File: config.mk
export PLATFORM = sky130hd
export DESIGN_NAME = usb_dbg_sched
export DESIGN_NICKNAME = d
export VERILOG_FILES = /design/src/rtl/usb_dbg_sched.sv
export SDC_FILE = /design/constraint.sdc
export NUM_CORES = 1
export LEC_CHECK = 0
export BUFFER_PORTS_ARGS = -buffer_cell sky130_fd_sc_hd__buf_2
export CORE_AREA = 8 8 158 160
export DETAILED_ROUTE_END_ITERATION = 8
export DIE_AREA = 0 0 166 168
export PLACE_DENSITY_LB_ADDON = 0.25
export SLEW_MARGIN = 20
export SYNTH_ARGS = -nofsm -noshare
export SYNTH_HDL_FRONTEND = slang
export SYNTH_SLANG_ARGS = --single-unit
File: constraint.sdc
create_clock -name clk -period 1.3 [get_ports clk]
set_input_delay 0.195 -clock clk [delete_from_list [all_inputs] [get_ports clk]]
set_output_delay 0.195 -clock clk [all_outputs]
set_load 0.005 [all_outputs]
File: src/rtl/usb_dbg_sched.sv
module usb_dbg_sched #(
  parameter int PORT_W    = 4,
  parameter int DBG_PORT  = 1,
  parameter int MAX_BYTES = 8,
  localparam int LEN_W    = $clog2(MAX_BYTES + 1),
  localparam int DATA_W   = MAX_BYTES * 8
) (
  input  logic              clk,
  input  logic              rst_n,
  input  logic              sof_pulse,
  input  logic              port_suspended,
  input  logic              port_in_reset,
  input  logic              ctrl_in_d0,
  input  logic              sw_wr,
  input  logic              sw_go,
  input  logic              sw_dir,
  input  logic [LEN_W-1:0]  sw_len,
  input  logic [DATA_W-1:0] sw_wdata,
  output logic              go,
  output logic              done,
  output logic              err,
  output logic [1:0]        err_code,
  output logic [DATA_W-1:0] rdata,
  output logic              xact_start,
  output logic [PORT_W-1:0] xact_port,
  output logic              xact_dir,
  output logic [LEN_W-1:0]  xact_len,
  output logic [DATA_W-1:0] xact_data,
  input  logic              eng_done,
  input  logic [1:0]        eng_status,
  input  logic [DATA_W-1:0] eng_rdata
);

  localparam logic [LEN_W-1:0] LEN_MAX = LEN_W'(MAX_BYTES);

  logic pend, busy, token;

  wire accept  = sw_wr && sw_go && !go;
  wire may_run = !port_suspended && ctrl_in_d0 && !port_in_reset;
  wire finish  = busy && eng_done;

  assign go         = pend || busy;
  assign xact_start = pend && token && may_run;
  assign xact_port  = PORT_W'(DBG_PORT);

  always_ff @(posedge clk) begin
    if (!rst_n) begin
      pend      <= 1'b0;
      busy      <= 1'b0;
      token     <= 1'b0;
      done      <= 1'b0;
      err       <= 1'b0;
      err_code  <= 2'b00;
      rdata     <= '0;
      xact_dir  <= 1'b0;
      xact_len  <= '0;
      xact_data <= '0;
    end else begin
      if (sof_pulse)       token <= 1'b1;
      else if (xact_start) token <= 1'b0;

      if (accept) begin
        pend      <= 1'b1;
        done      <= 1'b0;
        err       <= 1'b0;
        err_code  <= 2'b00;
        xact_dir  <= sw_dir;
        xact_len  <= (sw_len > LEN_MAX) ? LEN_MAX : sw_len;
        xact_data <= sw_wdata;
      end

      if (xact_start) begin
        pend <= 1'b0;
        busy <= 1'b1;
      end

      if (finish) begin
        busy     <= 1'b0;
        done     <= 1'b1;
        err      <= |eng_status;
        err_code <= eng_status;
        if (xact_dir) rdata <= eng_rdata;
      end
    end
  end

  // microframe occupancy tracker used only by the checks below
  logic chk_used;
  always_ff @(posedge clk) begin
    if (!rst_n)          chk_used <= 1'b0;
    else if (sof_pulse)  chk_used <= 1'b0;
    else if (xact_start) chk_used <= 1'b1;
  end

  assert_one_per_frame_R2: assert property (@(posedge clk) disable iff (!rst_n)
    chk_used && !sof_pulse |-> !xact_start);

  assert_gated_power_R4: assert property (@(posedge clk) disable iff (!rst_n)
    xact_start |-> !port_suspended && ctrl_in_d0);

  assert_no_start_in_reset_R5: assert property (@(posedge clk) disable iff (!rst_n)
    xact_start |-> !port_in_reset);

  assert_done_on_completion_R6: assert property (@(posedge clk) disable iff (!rst_n)
    busy && eng_done |=> done && !go);

  assert_no_retry_R6: assert property (@(posedge clk) disable iff (!rst_n)
    busy && eng_done |=> !xact_start);

  assert_ignore_busy_write_R8: assert property (@(posedge clk) disable iff (!rst_n)
    go && sw_wr |=> $stable(xact_data) && $stable(xact_len) && $stable(xact_dir));

  assert_single_pulse_R9: assert property (@(posedge clk) disable iff (!rst_n)
    xact_start |=> !xact_start);

  assert_len_clamp_R9: assert property (@(posedge clk) disable iff (!rst_n)
    xact_start |-> xact_len <= LEN_MAX);

endmodule

== Word level (Yosys, flattened, before mapping) ==
Cells that the tools add are included.
Widths: inputs -> output; s select.
Word-level totals
  flip-flop bits (word level): 140
  latch bits: 0
  memory bits (writable): 0
  bits in read-only memories: 0
  bits of input ports: 144
  output and inout port bits: 143
  word-level logic and storage cells: 37
  memories: 0
Operators by class
  add/subtract/negate cells: 0
  multiply operators: 0
  div/mod/pow operators: 0
  $lt $le $gt $ge: 1
  equality and inequality tests: 0
  shift operators: 0
  multiplexer cells: 8
  bitwise gates (word level): 1
  reductions and logical operators: 17
Operators with widths (number)
  $logic_and 1x1->1: 7
  $reduce_or 2->1: 3
  $mux 1: 5
  $gt 4x4->1 const B: 1
  $mux 2: 2
  $mux 4: 1
  $reduce_bool 2->1: 2
  $logic_not 1->1: 3
  $reduce_and 2->1: 1
  $logic_or 1x1->1: 1
  $not 1->1: 1

== Logic depth before layout (Yosys ltp) ==
  depth in word-level cells: 6
  mapped depth: 5
  gate-level depth less buffers: 2

== Worst setup path before layout ==
No wires, ideal clock.
  path kind: register -> register
  start: register busy
  end: register xact_data[0]
  setup time: 0.072 ns
  arrival: 1.218 ns
  data required time: 1.228 ns
  path slack: 0.011 ns
  stages on the path, launching flop included: 6
  path buffers: 3
  period minus slack after synthesis: 1.289 ns
  cell sequence: dfxtp_1 -> buf_6 -> nor4bb_4 -> buf_12 -> buf_12 -> mux2i_1
On the way
  word-level cells in the longest chain between the ends: 3
RTL lines
  start, declared: RTL line 36  | logic pend, busy, token;
  start signal, assigned: RTL line 49  | busy <= 1'b0;
  start signal, assigned: RTL line 74  | busy <= 1'b1;
  start signal, assigned: RTL line 78  | busy <= 1'b0;
  $logic_or 1x1->1: RTL line 42  | assign go = pend || busy;
  $logic_not 1->1: RTL line 38  | wire accept = sw_wr && sw_go && !go;
  $logic_and 1x1->1: RTL line 38
  end signal, assigned: RTL line 69  | xact_data <= sw_wdata;
  end, declared: RTL line 28  | output logic [DATA_W-1:0] xact_data,
Every way passes these cells.
A chain may end at the register's enable or synchronous reset.

== Worst setup path in the final report ==
  start: register pend
  end: output xact_start
On the way
  word-level cells in the longest chain between the ends: 2
RTL lines
  start, declared: RTL line 36
  start signal, assigned: RTL line 48  | pend <= 1'b0;
  start signal, assigned: RTL line 63  | pend <= 1'b1;
  start signal, assigned: RTL line 73  | pend <= 1'b0;
  $logic_and 1x1->1 (2 in a row): RTL line 43  | assign xact_start = pend && token && may_run;
  end, declared: RTL line 24  | output logic xact_start,
Every way passes these cells.

==> flow_summary.json <==
{
  "pwr-share-seq_pct": 43.2,
  "detail_route.vias_per_cell": 4.07,
  "worst_setup_path_category": "reg -> out",
  "detail_route.iter0.violations": 191,
  "commonest_cells_in_the_synthesized_netlist": "nand2_1 (270), dfxtp_1 (140), mux2i_1 (133)",
  "io_buffers": 282,
  "hold_path.class": "in -> reg",
  "cell_internal_pwr_mw": 7.80,
  "grt_util_all_layers_pct": 12.4,
  "antenna_diode_count": 0,
  "postSynthRegisterBits": 140,
  "grt_pass1_wl_um": 27800,
  "worst_path_largest_cell_delay_ns": 0.33,
  "timing.max_cap.violations": 0,
  "die_area_um2": 27900,
  "final.setup_skew_ns": 0.0125,
  "tritoncts_num_sinks": 140,
  "cp.arrival_ns": 1.31,
  "cts_tree": "done",
  "worstSetupStartpoint": "pend",
  "hold_viol": 0,
  "synth.cell_area_um2": 5720,
  "synth-edff-count": 0,
  "status": "complete, but fails checks",
  "maximum_fanout_encountered_on_the_critical_timing_path": 3,
  "min_period_over_period_pct": 116,
  "power.combinational.fraction_pct": 10.0,
  "crit_path_start_kind": "register",
  "first_pass_iters": 4,
  "ant_nets": 0,
  "root_buffer": "clkbuf_16",
  "power_density_nw_per_um2": 1220,
  "crit-reg2reg-capture": "xact_data[26]",
  "rsz0062_at_grt": "true",
  "critical_path.most_common_cell": "buf_6",
  "power.ir.vdd_worst_mv": 0.650,
  "holdCritStartpoint": "eng_rdata[21]",
  "hold_depth": 3,
  "yosys.area.top_type_share_pct": 49.0,
  "synth_warnings": 0,
  "vias": 4973,
  "die_w_um": 166,
  "final-instance-count-excl-fill": 1222,
  "globalRouteOverflowTotal": 0,
  "route.detailed.wl_per_inst_um": 14.9,
  "clkTransAtPathRegs_ns": 0.07,
  "fin_nets": 1068,
  "worstPathRequired_ns": 1.11,
  "synthFlopType": "dfxtp_1",
  "dp_cells": 1168,
  "fillerInstances": 2315,
  "drt-total-wl_um": 18300,
  "cts_buffers": 17,
  "floorplan.die.height_um": 168,
  "yosys.cell_count.top_type": "nand2_1",
  "finalWeightedCongestion": 0.714,
  "vias_in_the_first_global_route": 5068,
  "post-route-drc-count": 0,
  "finalSetupViolations": 75,
  "leakage_power_nw": 3.93,
  "rr_worst_depth": 6,
  "reg2reg_from": "pend",
  "synth-seq-area-share_pct": 49.0,
  "clock_h_tree_levels": 4,
  "netlist_top_cells_area": "dfxtp_1 (49%), mux2i_1 (23%), nand2_1 (18%), buf_12 (2.8%), buf_4 (1.4%)",
  "effective_utilization_at_floorplan_pct": 25.6,
  "power.clock.fraction_pct": 46.8,
  "setup_slack_ns": -0.204,
  "place_worst_setup_slack_ns": -0.159,
  "holdPathEnd": "rdata[21]",
  "reg2reg_setup_slack_ns": -0.18,
  "failed_checks": "setup timing",
  "switchingPower_mw": 2.54,
  "cp-end-kind": "output port",
  "placement_rows": 55,
  "register_area_um2": 2810,
  "post-route-min-period_ns": 1.50,
  "grt_max_degree": 51,
  "p_sw_share_pct": 24.6,
  "asyncSetResetFlopFracSynth_pct": 0,
  "grt_antenna_before_repair": 0,
  "crit_slowest_cell": "dfxtp_2",
  "yosysUniqueCellTypes": 26,
  "fmaxAchievable_mhz": 665,
  "syn_to_final_growth_pct": 47.8,
  "place.detailed.hpwl_um": 13300,
  "postSynthCellCount": 618,
  "clock_insertion_delay_worst_skew_ns": 0.41,
  "core_area_um2": 22400,
  "multi_input_area_um2": 2570,
  "clockBufferDepth": 2,
  "maxSlewViolCount": 0,
  "io-pin-count": 287,
  "avgSynthCellArea_um2": 9.26,
  "worstPathCellList": "buf_6 > nor4bb_4 > and2_4 > buf_6",
  "yosys.area.top_type": "dfxtp_1",
  "drive_gt1_share_pct": 39.0
}
flip-flops by register name, indices dropped and copies added (netlist names):
name       count
done           1
err_code       2
xact_dir       1
pend           1
xact_data     64
busy           1
err            1
xact_len       4
token          1
rdata         64
stage by stage:
stage	utilization, %	cell area (µm²)	setup TNS, ns	power [mW]	hold slack (ns)
5_1_grt	37.8	8460	-14.38	10.8	0.000631
2_1_floorplan	-	5730	0	5.04	0.304
3_5_place_dp	33.3	7440	-8.73	5.48	0.398
4_1_cts	36.5	8170	-14.79	10.4	0.000587
3_3_place_gp	33.3	7440	-7.26	5.47	0.395
6_report	37.8	8460	-9.02	10.3	0.0197
layout by cell type (no fill, tap or decap), types with 3 or more instances in the layout:
cell type and n:
buf_8 7, clkbuf_16 22, buf_12 7, clkinvlp_4 4, dlygate4sd3_1 11, clkinv_2 3, buf_6 5, inv_6 4
mux2i_1 133, conb_1 4, dfxtp_1 138, nand3b_1 3, nand2_1 270, buf_2 279, buf_4 19
power groups by stage:
stage | Combinational (mW) | Clock, mW | Sequential (mW)
4_1_cts | 0.970 | 4.98 | 4.47
6_report | 1.03 | 4.84 | 4.46
5_1_grt | 1.14 | 5.22 | 4.48
3_3_place_gp | 0.912 | 0 | 4.56
3_5_place_dp | 0.918 | 0 | 4.56
2_1_floorplan | 0.476 | 0 | 4.57
layer usage:
layer | track usage [%] | up-vias | wire [µm]
met5 | 0 | - | 0
li1 | - | 2607 | -
met2 | 19.5 | 168 | 8270
met4 | 3.52 | 0 | 186
met1 | 14.7 | 2189 | 8170
met3 | 6.22 | 9 | 1630
critical path, delay by kind of cell, from the launching register on:
kind / cells / cell delay [ns]
buf+inv: 2 / 0.18
flops: 1 / 0.33
simple gates: 2 / 0.39
worst max path at each step:
stage,end,cells after the start
finish,xact_start,4
global route,xact_start,4
CTS,xact_start,4
detailed placement,xact_data[24],4
global placement,xact_data[62],4
floorplan,xact_data[0],5
kinds of logic after synthesis:
| logic type | synth area share [%] |
|---|---|
| buffers and inverters | 6.89 |
| other | 0.131 |
| multiplexers | 23.3 |
| flip-flops | 49.0 |
| AO/OA/AOI/OAI | 1.09 |
| AND/OR/NAND/NOR | 19.7 |
repair_timing:
action                     CTS  global route
setup endpoints to repair   76            84
hold buffers                10             1
buffers inserted             1             4
hold endpoints to repair    10             1
cloned                       1             5
pin swaps                    1             3
resized for setup            6            30
area by class of cell:
| class | instances | share of cell area [%] |
|---|---|---|
| Clock inverter | 13 | 1.66 |
| Tap cell | 285 | 4.22 |
| Inverter | 1 | 0.0444 |
| Timing Repair Buffer | 336 | 25.4 |
| Sequential cell | 140 | 33.2 |
| Multi-Input combinational cell | 428 | 30.4 |
| Clock buffer | 19 | 5.12 |
(Power assumes the default switching activity.)
